===== src/rtl/gpio_irq_pkg.sv =====
package gpio_irq_pkg;

  // The register map always has two halves; bus_addr[1] picks the half.
  localparam int NUM_HALVES = 2;
  localparam int WADDR_W    = 5;

  // Word selector taken from bus_addr[5:2]
  typedef enum logic [3:0] {
    SEL_PEND = 4'd2,
    SEL_EN   = 4'd3,
    SEL_TYPE = 4'd4,
    SEL_LVL  = 4'd5,
    SEL_HOLD = 4'd6,
    SEL_FALL = 4'd8,
    SEL_RISE = 4'd9
  } word_sel_e;

  function automatic logic sel_is_mapped(logic [3:0] s);
    case (s)
      4'd2, 4'd3, 4'd4, 4'd5, 4'd6, 4'd8, 4'd9: sel_is_mapped = 1'b1;
      default:                                  sel_is_mapped = 1'b0;
    endcase
  endfunction

endpackage


===== src/rtl/gpio_irq_sync.sv =====
module gpio_irq_sync #(
  parameter int WIDTH  = 32,
  parameter int STAGES = 2
) (
  input  logic             clk,
  input  logic             rst,
  input  logic [WIDTH-1:0] d_async,
  output logic [WIDTH-1:0] q_sync
);

  logic [WIDTH-1:0] stage_q [STAGES];

  for (genvar s = 0; s < STAGES; s++) begin : g_stage
    if (s == 0) begin : g_first
      always_ff @(posedge clk) begin
        if (rst) stage_q[0] <= '0;
        else     stage_q[0] <= d_async;
      end
    end else begin : g_next
      always_ff @(posedge clk) begin
        if (rst) stage_q[s] <= '0;
        else     stage_q[s] <= stage_q[s-1];
      end
    end
  end

  assign q_sync = stage_q[STAGES-1];

endmodule


===== src/rtl/gpio_irq_half.sv =====
module gpio_irq_half
  import gpio_irq_pkg::*;
#(
  parameter int W = 16
) (
  input  logic         clk,
  input  logic         rst,
  input  logic         wr_en,
  input  logic [3:0]   wr_sel,
  input  logic [W-1:0] wdata,
  input  logic [W-1:0] pin_s,
  output logic [W-1:0] pend,
  output logic [W-1:0] en,
  output logic [W-1:0] typ,
  output logic [W-1:0] lvl,
  output logic [W-1:0] hold,
  output logic [W-1:0] fall,
  output logic [W-1:0] rise
);

  logic [W-1:0] prev_q;
  logic [W-1:0] edge_ev, lvl_ev, ev, clr_mask, keep, pend_nxt;

  always_comb begin
    edge_ev  = (rise & pin_s & ~prev_q) | (fall & ~pin_s & prev_q);
    lvl_ev   = ~(pin_s ^ lvl);
    ev       = (typ & edge_ev) | (~typ & lvl_ev);
    clr_mask = (wr_en && wr_sel == SEL_PEND) ? wdata : '0;
    keep     = hold & pend & ~clr_mask;
    pend_nxt = ev | keep;
  end

  always_ff @(posedge clk) begin
    if (rst) begin
      prev_q <= '0;
      pend   <= '0;
      en     <= '0;
      typ    <= '0;
      lvl    <= '1;
      hold   <= '0;
      fall   <= '0;
      rise   <= '0;
    end else begin
      prev_q <= pin_s;
      pend   <= pend_nxt;
      if (wr_en) begin
        case (wr_sel)
          SEL_EN:   en   <= wdata;
          SEL_TYPE: begin
            typ  <= wdata;
            hold <= hold & wdata;
          end
          SEL_LVL:  lvl  <= wdata;
          SEL_HOLD: hold <= wdata & typ;
          SEL_FALL: fall <= wdata;
          SEL_RISE: rise <= wdata;
          default:  ;
        endcase
      end
    end
  end

endmodule


===== src/rtl/gpio_irq_prio.sv =====
module gpio_irq_prio #(
  parameter int N     = 32,
  parameter int IDX_W = $clog2(N)
) (
  input  logic [N-1:0]     req,
  output logic             any,
  output logic [IDX_W-1:0] idx
);

  always_comb begin
    any = 1'b0;
    idx = '0;
    for (int i = N - 1; i >= 0; i--) begin
      if (req[i]) begin
        any = 1'b1;
        idx = IDX_W'(i);
      end
    end
  end

endmodule


===== src/rtl/gpio_irq_unit.sv =====
module gpio_irq_unit
  import gpio_irq_pkg::*;
#(
  parameter int HALF_W      = 16,
  parameter int SYNC_STAGES = 2,
  localparam int PINS       = HALF_W * NUM_HALVES,
  localparam int IDX_W      = $clog2(PINS)
) (
  input  logic               clk,
  input  logic               rst,
  input  logic [PINS-1:0]    pin_in,
  input  logic               bus_we,
  input  logic [WADDR_W-1:0] bus_addr,
  input  logic [HALF_W-1:0]  bus_wdata,
  output logic [HALF_W-1:0]  bus_rdata,
  output logic               irq,
  output logic               irq_vec_valid,
  output logic [IDX_W-1:0]   irq_vec
);

  logic [PINS-1:0] pin_s;
  logic [PINS-1:0] pend_all, en_all, typ_all, hold_all;

  logic [HALF_W-1:0] pend_h [NUM_HALVES];
  logic [HALF_W-1:0] en_h   [NUM_HALVES];
  logic [HALF_W-1:0] typ_h  [NUM_HALVES];
  logic [HALF_W-1:0] lvl_h  [NUM_HALVES];
  logic [HALF_W-1:0] hold_h [NUM_HALVES];
  logic [HALF_W-1:0] fall_h [NUM_HALVES];
  logic [HALF_W-1:0] rise_h [NUM_HALVES];

  logic [3:0] sel;
  logic       half_idx;
  assign sel      = bus_addr[4:1];
  assign half_idx = bus_addr[0];

  gpio_irq_sync #(.WIDTH(PINS), .STAGES(SYNC_STAGES)) u_sync (
    .clk     (clk),
    .rst     (rst),
    .d_async (pin_in),
    .q_sync  (pin_s)
  );

  for (genvar h = 0; h < NUM_HALVES; h++) begin : g_half
    logic half_we;
    assign half_we = bus_we && (half_idx == h[0]) && sel_is_mapped(sel);

    gpio_irq_half #(.W(HALF_W)) u_half (
      .clk    (clk),
      .rst    (rst),
      .wr_en  (half_we),
      .wr_sel (sel),
      .wdata  (bus_wdata),
      .pin_s  (pin_s[h*HALF_W +: HALF_W]),
      .pend   (pend_h[h]),
      .en     (en_h[h]),
      .typ    (typ_h[h]),
      .lvl    (lvl_h[h]),
      .hold   (hold_h[h]),
      .fall   (fall_h[h]),
      .rise   (rise_h[h])
    );

    assign pend_all[h*HALF_W +: HALF_W] = pend_h[h];
    assign en_all[h*HALF_W +: HALF_W]   = en_h[h];
    assign typ_all[h*HALF_W +: HALF_W]  = typ_h[h];
    assign hold_all[h*HALF_W +: HALF_W] = hold_h[h];
  end

  // Read mux, registered
  logic [HALF_W-1:0] rdata_nxt;
  always_comb begin
    case (sel)
      SEL_PEND: rdata_nxt = pend_h[half_idx];
      SEL_EN:   rdata_nxt = en_h[half_idx];
      SEL_TYPE: rdata_nxt = typ_h[half_idx];
      SEL_LVL:  rdata_nxt = lvl_h[half_idx];
      SEL_HOLD: rdata_nxt = hold_h[half_idx];
      SEL_FALL: rdata_nxt = fall_h[half_idx];
      SEL_RISE: rdata_nxt = rise_h[half_idx];
      default:  rdata_nxt = '0;
    endcase
  end

  // Qualification and priority
  logic [PINS-1:0]  qual;
  logic             any_q;
  logic [IDX_W-1:0] idx_c;
  assign qual = pend_all & en_all;

  gpio_irq_prio #(.N(PINS), .IDX_W(IDX_W)) u_prio (
    .req (qual),
    .any (any_q),
    .idx (idx_c)
  );

  always_ff @(posedge clk) begin
    if (rst) begin
      bus_rdata     <= '0;
      irq           <= 1'b0;
      irq_vec_valid <= 1'b0;
      irq_vec       <= '0;
    end else begin
      bus_rdata     <= rdata_nxt;
      irq           <= |qual;
      irq_vec_valid <= any_q;
      irq_vec       <= idx_c;
    end
  end

endmodule


===== config.mk =====
export PLATFORM = sky130hd
export DESIGN_NAME = gpio_irq_unit
export DESIGN_NICKNAME = d
export VERILOG_FILES = /design/src/rtl/gpio_irq_pkg.sv /design/src/rtl/gpio_irq_sync.sv /design/src/rtl/gpio_irq_half.sv /design/src/rtl/gpio_irq_prio.sv /design/src/rtl/gpio_irq_unit.sv
export SDC_FILE = /design/constraint.sdc
export NUM_CORES = 1
export LEC_CHECK = 0
export BUFFER_PORTS_ARGS = -buffer_cell sky130_fd_sc_hd__buf_2
export CAP_MARGIN = 20
export CORE_UTILIZATION = 45
export DETAILED_ROUTE_END_ITERATION = 10
export GPL_TIMING_DRIVEN = 0
export SKIP_LAST_GASP = 1
export SLEW_MARGIN = 20
export SYNTH_ARGS = -nofsm -noshare
export SYNTH_HDL_FRONTEND = slang
export SYNTH_SLANG_ARGS = --single-unit

===== constraint.sdc =====
create_clock -name clk -period 2.8 [get_ports clk]
set_input_delay 0.14 -clock clk [delete_from_list [all_inputs] [get_ports clk]]
set_output_delay 0.14 -clock clk [all_outputs]
set_load 0.05 [all_outputs]

# Word level (Yosys, flattened, before mapping)
# Memories as Yosys holds them, arrays and structs flattened.
# Cells that the tools add are included.
[totals]
mem_count = 1
ram_bits = 64
out_inout_bits = 23
elab_cells = 197
input_bits = 56
latch_bits = 0
romBits = 0
reg_bits = 279
[mem_list]
columns = ["name", "depth", "word_bits", "read_ports", "rd_clocked_by_memory_dff", "wr", "line_no", "rtl"]
rows = [
  ["u_sync.stage_q", 2, 32, 2, 0, 2, "gpio_irq_sync.sv:11", "logic [WIDTH-1:0] stage_q [STAGES];"],
]
[classes]
n_shift = 0
addsub = 0
n_reduce_logical = 26
order_cmp = 1
bitwise = 43
mux = 95
n_eq_ne = 7
div = 0
mul = 0
[ops]
columns = ["cell", "n"]
rows = [
  ["16-bit two-way mux", 23],
  ["16-bit AND", 20],
  ["16-bit inverter", 10],
  ["16-bit case mux with 7 select lines", 1],
  ["16-bit OR", 6],
  ["5-bit two-way mux", 16],
  ["32-bit two-way mux", 2],
  ["16-bit case mux with 2 select lines", 2],
  ["1-bit two-way mux", 37],
  ["32-bit AND", 1],
  ["4-bit two-way mux", 8],
  ["32-bit OR reduction", 1],
  ["16-bit XOR", 2],
  ["2-bit AND reduction", 12],
  ["17-bit OR reduction", 1],
  ["4-bit by 3-bit == test with 1-bit output (second input constant)", 3],
  ["3-bit two-way mux", 4],
  ["9-bit OR reduction", 1],
  ["4-bit by 2-bit == test with 1-bit output (second input constant)", 2],
  ["4-bit == test (second input constant)", 2],
  ["7-bit OR reduction", 1],
  ["1-bit logical AND", 6],
  ["5-bit OR reduction", 1],
  ["2-bit two-way mux", 2],
  ["7 further kinds", 8],
]

# Longest topological paths before layout
[logic_depth]
ltp_word = 33
ltp_mapped = 9
ltp_nobuf = 5

# By module
# Synthesis repeated with hierarchy kept, for this count alone.
[hier_totals]
cells_unflattened = 1714
area_unflattened_um2 = 15802.7
[modules_own_cells]
columns = ["mod", "area_per_inst_um2", "n_inst", "cells_per_inst"]
rows = [
  ["gpio_irq_half", 5412.7, 2, 595],
  ["gpio_irq_unit", 2688.8, 1, 324],
  ["gpio_irq_sync", 1918.1, 1, 135],
  ["gpio_irq_prio", 370.4, 1, 65],
]

# Worst setup path after synthesis
# OpenSTA, ideal clock, no wires.
[synth_timing]
kind = "register to register"
startpoint = "register g_half[0].u_half.pend[14]"
endpoint = "register irq"
t_arrival_ns = 1.535
stages_incl_launch_ff = 5
n_path_buf = 0
path_slack_ns = 1.132
period_less_slack_ns = 1.668
path_cell_list = "dfxtp_1 > a22o_1 > or4b_2 > and3b_1 > a21oi_1"
[synth_via]
elab_chain_cells = 2
[synth_lines]
columns = ["item", "line_no", "rtl"]
rows = [
  ["from (decl)", "gpio_irq_half.sv:12", "output logic [W-1:0] pend,"],
  ["from (signal assigned)", "gpio_irq_half.sv:45", "pend <= pend_nxt;"],
  ["32-bit AND", "gpio_irq_unit.sv:89", "assign qual = pend_all & en_all;"],
  ["32-bit OR reduction", "gpio_irq_unit.sv:105", "irq <= |qual;"],
  ["to (signal assigned)", "gpio_irq_unit.sv:105", ""],
  ["to (decl)", "gpio_irq_unit.sv:16", "output logic irq,"],
]
# No other way between the ends.
# A chain may end at the register's enable or synchronous reset.

# Worst setup path after layout
[layout_timing]
startpoint = "input bus_addr[0]"
endpoint = "register bus_rdata[3]"
[layout_via]
elab_chain_cells = 5
[layout_lines]
columns = ["item", "line_no", "rtl"]
rows = [
  ["from (decl)", "gpio_irq_unit.sv:13", "input logic [WADDR_W-1:0] bus_addr,"],
  ["1-bit inverter with 2-bit output (implied by the code) *", "-", ""],
  ["16-bit two-way mux (implied by the code), or another cell as far along (3 in a row)", "gpio_irq_unit.sv:80", "SEL_RISE: rdata_nxt = rise_h[half_idx];"],
  ["16-bit case mux with 7 select lines *", "gpio_irq_unit.sv:73", "case (sel)"],
  ["to (signal assigned)", "gpio_irq_unit.sv:104", "bus_rdata <= rdata_nxt;"],
  ["to (decl)", "gpio_irq_unit.sv:15", "output logic [HALF_W-1:0] bus_rdata,"],
]
# Every way passes the cells marked *; elsewhere a longest branch is shown, timed or not. The select of a mux whose other input is x is not followed.

==> flow_metrics.tcl <==
set metrics [dict create \
    outcome "complete, no violations" \
    cts_buffer_depth 3 \
    cts_root_buf "clkbuf_16" \
    synth_area_sq_um 14900 \
    drtIter0Drc 1662 \
    dieArea_sq_um 33800 \
    core_sq_um 32500 \
    cts_tree "built" \
    final_util_pct 54.2 \
    clk_pin_slew_ns 0.06 \
    synthTopCellsByCount "dfxtp_1, nand2_1, a21oi_1" \
    ys_warn_count 0 \
    netlist_instances 1746 \
    cp-end-kind "flop" \
    vias 14200 \
    synth_compound_area_share_pct 21.8 \
    synthTopCellsByArea "dfxtp_1, nand2_1, a21oi_1" \
    crit_type "input port to flop" \
    synth_flop_cell "dfxtp_1" \
    synth_edf_count 0 \
    critical_path.startpoint "bus_addr[0]" \
    fin_hold_ws_ns 0.0394 \
    rows 66 \
    critPathMaxFanout 10 \
    synth_top_family_by_area "compound AO/OA/AOI/OAI gates" \
    clock.fmax_mhz 464 \
    final_hold_viol_count 0 \
    portBuffers 74 \
    htree_levels 2 \
    ys_types 65 \
    clock-skew-final_ns 0.0139 \
    dpl.hpwl_um 44500 \
    drv_slew 0 \
    die_w_um 184 \
    seq_area_frac_synth_pct 46.1 \
    synthSimpleGateAreaFrac_pct 21.4 \
    nFillCells 3072 \
    syn_area_per_cell_sq_um 8.53 \
    io_pins 79 \
    worst_setup_path_start_kind "input port" \
    min_path_cells 4 \
    grt_start_max_net_pins 14 \
    synth.area.mux_share_pct 4.64 \
    p_comb_share_pct 7.2 \
    cts_buffers 39 \
    hold_class "input port to flop" \
    p_leak_nw 6.23 \
    postCtsSetupBuffers 0 \
    syn_nets 1802 \
    fin_ws_ns 0.643 \
    max_slew_margin_pct 30.9 \
    initial_core_util_pct 45.8 \
    maxCapViolations 0 \
    synth.most_common_cell "dfxtp_1" \
    gp_congestion 1.00 \
    cp.required_ns 3.18 \
    synth-seq-cells 343 \
    final_cells 2375 \
    final_cell_area_sq_um 17600 \
    antenna_found_initial 2 \
    grt_pass1_vias 13200 \
    clk_latency_ns 0.54 \
    worst_r2r_path_depth 4 \
    totalPowerFinal_mw 11.4 \
    setup_violations 0 \
    cp.arrival_ns 2.53 \
    syn_to_final_growth_pct 18.4 \
    ir_drop_uv 507 \
    synth_area_leader_cell "dfxtp_1" \
    p_per_area_nw_per_um2 647 \
    die_h_um 184 \
    dp_slack_ns 0.256 \
    place_area_sq_um 15800 \
    seq_area_sq_um 6870 \
    wirelength_um 59400 \
    p_int_mw 8.60 \
    tns_ns 0 \
    clock_sinks 343 \
    p_switching_mw 2.79 \
    place_inst 2263 \
    ant_nets 0 \
    multi_input_area_sq_um 7390 \
    nets 1960 \
    synth_fa_ha_area_share_pct 0 \
    worstHoldStart "bus_wdata[12]" \
    fin_crit_sh_pct 77.0 \
    drt_pre_antenna_iters 7 \
    synth-xor-area-share_pct 1.88 \
    globalRoute.totalOverflow 0 \
    async_flop_share_pct 0 \
    wl_per_cell_um 25.0 \
    grt_usage_pct 35.2 \
    grt_pass1_wl_um 86700 \
    switching_share_pct 24.5 \
    drive_gt1_share_pct 11.0 \
    power.share.clock_pct 48.2 \
    period_needed_ns 2.16 \
    seq_power_share_pct 44.6 \
    grt_setup_unrepaired "false" \
    remaining_drc_errors 0 \
    worst_pin_slew_ns 1.04 \
    worstReg2RegStart "g_half[0].u_half.pend[13]" \
    viasPerCell 6.00 \
    synth_top_area_share_pct 46.1 \
]
state kept, by name (all words and copies together), names as in the netlist:
name                  cells
g_half.u_half.lvl        32
irq_vec_valid             1
g_half.u_half.typ        32
g_half.u_half.hold       32
u_sync.stage_q           64
g_half.u_half.pend       32
g_half.u_half.fall       32
bus_rdata                16
g_half.u_half.en         32
g_half.u_half.rise       32
irq_vec                   5
g_half.u_half.prev_q     32
irq                       1
cell families after synthesis:
| group | Yosys count |
|---|---|
| compound gates | 511 |
| flops | 343 |
| mux | 68 |
| buf+inv | 137 |
| simple gates | 655 |
| xor+xnor | 32 |
repair_timing:
action / in CTS / in global routing
hold endpoints to repair: 43 / 0
hold buffers: 42 / 0
gates resized for setup: 0 / 0
worst max-delay path, stage by stage:
cell and delay, ns:
buf_2 0.24, buf_1 0.56, buf_2 0.55, mux2i_1 0.47
o22ai_1 0.15, a221oi_1 0.25, nor2_1 0.15
path summary, 6_finish.rpt:
check,end,slack (ns)
setup / recovery,bus_rdata[3],0.64
hold / removal,g_half[1].u_half.lvl[12],0.04
setup reg to reg,irq,0.77
hold reg to reg,u_sync.stage_q[1][23],0.43
power by group through the flow:
stage | sequential [mW] | clock (mW) | combinational (mW)
final | 5.08 | 5.49 | 0.823
after global routing | 5.08 | 5.72 | 0.859
after CTS | 5.07 | 5.51 | 0.792
after detailed placement | 5.18 | 0 | 0.745
after global placement | 5.18 | 0 | 0.740
after floorplan | 5.17 | 0 | 0.399
routing by layer:
layer  track usage [%]  routed length, um  vias to the layer above  part of all wire [%]
met3              8.46               6970                      165                    12
met1              48.9              25100                     6693                    42
met5                 0                 13                        -                 0.022
li1                  -                  -                     6475                     -
met4              13.3               2250                        2                   3.8
met2              52.5              25000                      904                    42
cell type report:
type / count / area share, %
Antenna cell: 1 / 0.0142
Buffer: 128 / 3.39
Clock buffer: 53 / 6.58
Clock inverter: 16 / 1.26
Inverter: 9 / 0.192
Multi-Input combinational cell: 1266 / 41.9
Sequential cell: 343 / 39.0
Tap cell: 442 / 3.14
Timing Repair Buffer: 117 / 4.52
cells in the final DEF (no fill, tap or decap), types with 4 or more instances in the layout:
cell           Yosys  layout
bufinv_16          0       5
nor2b_1          116     116
buf_6              4       4
nand3b_1          42      42
nor2_1            73      73
buf_1              8       8
o22ai_1           21      21
mux2_2             8       8
dlygate4sd3_1      0      42
a221oi_1          15      15
xnor2_1           32      32
mux2i_1           60      60
o211ai_1          35      35
nand2_1          326     326
and3_1            10      10
clkbuf_1          72      74
nor3_1             5       5
clkinv_2           0       8
nand3_1           52      52
inv_1              8       8
o21ai_0           97      97
nand2b_1           7       7
dfxtp_1          343     343
a21oi_1          182     182
a211o_1           22      22
clkbuf_8           0      11
a32oi_1            7       7
buf_4              5       5
a22o_1            30      30
o31a_1            10      10
clkbuf_16          0      40
buf_2             37     112
a22oi_1           68      68
Note: power is estimated with default switching activity, not from simulation.
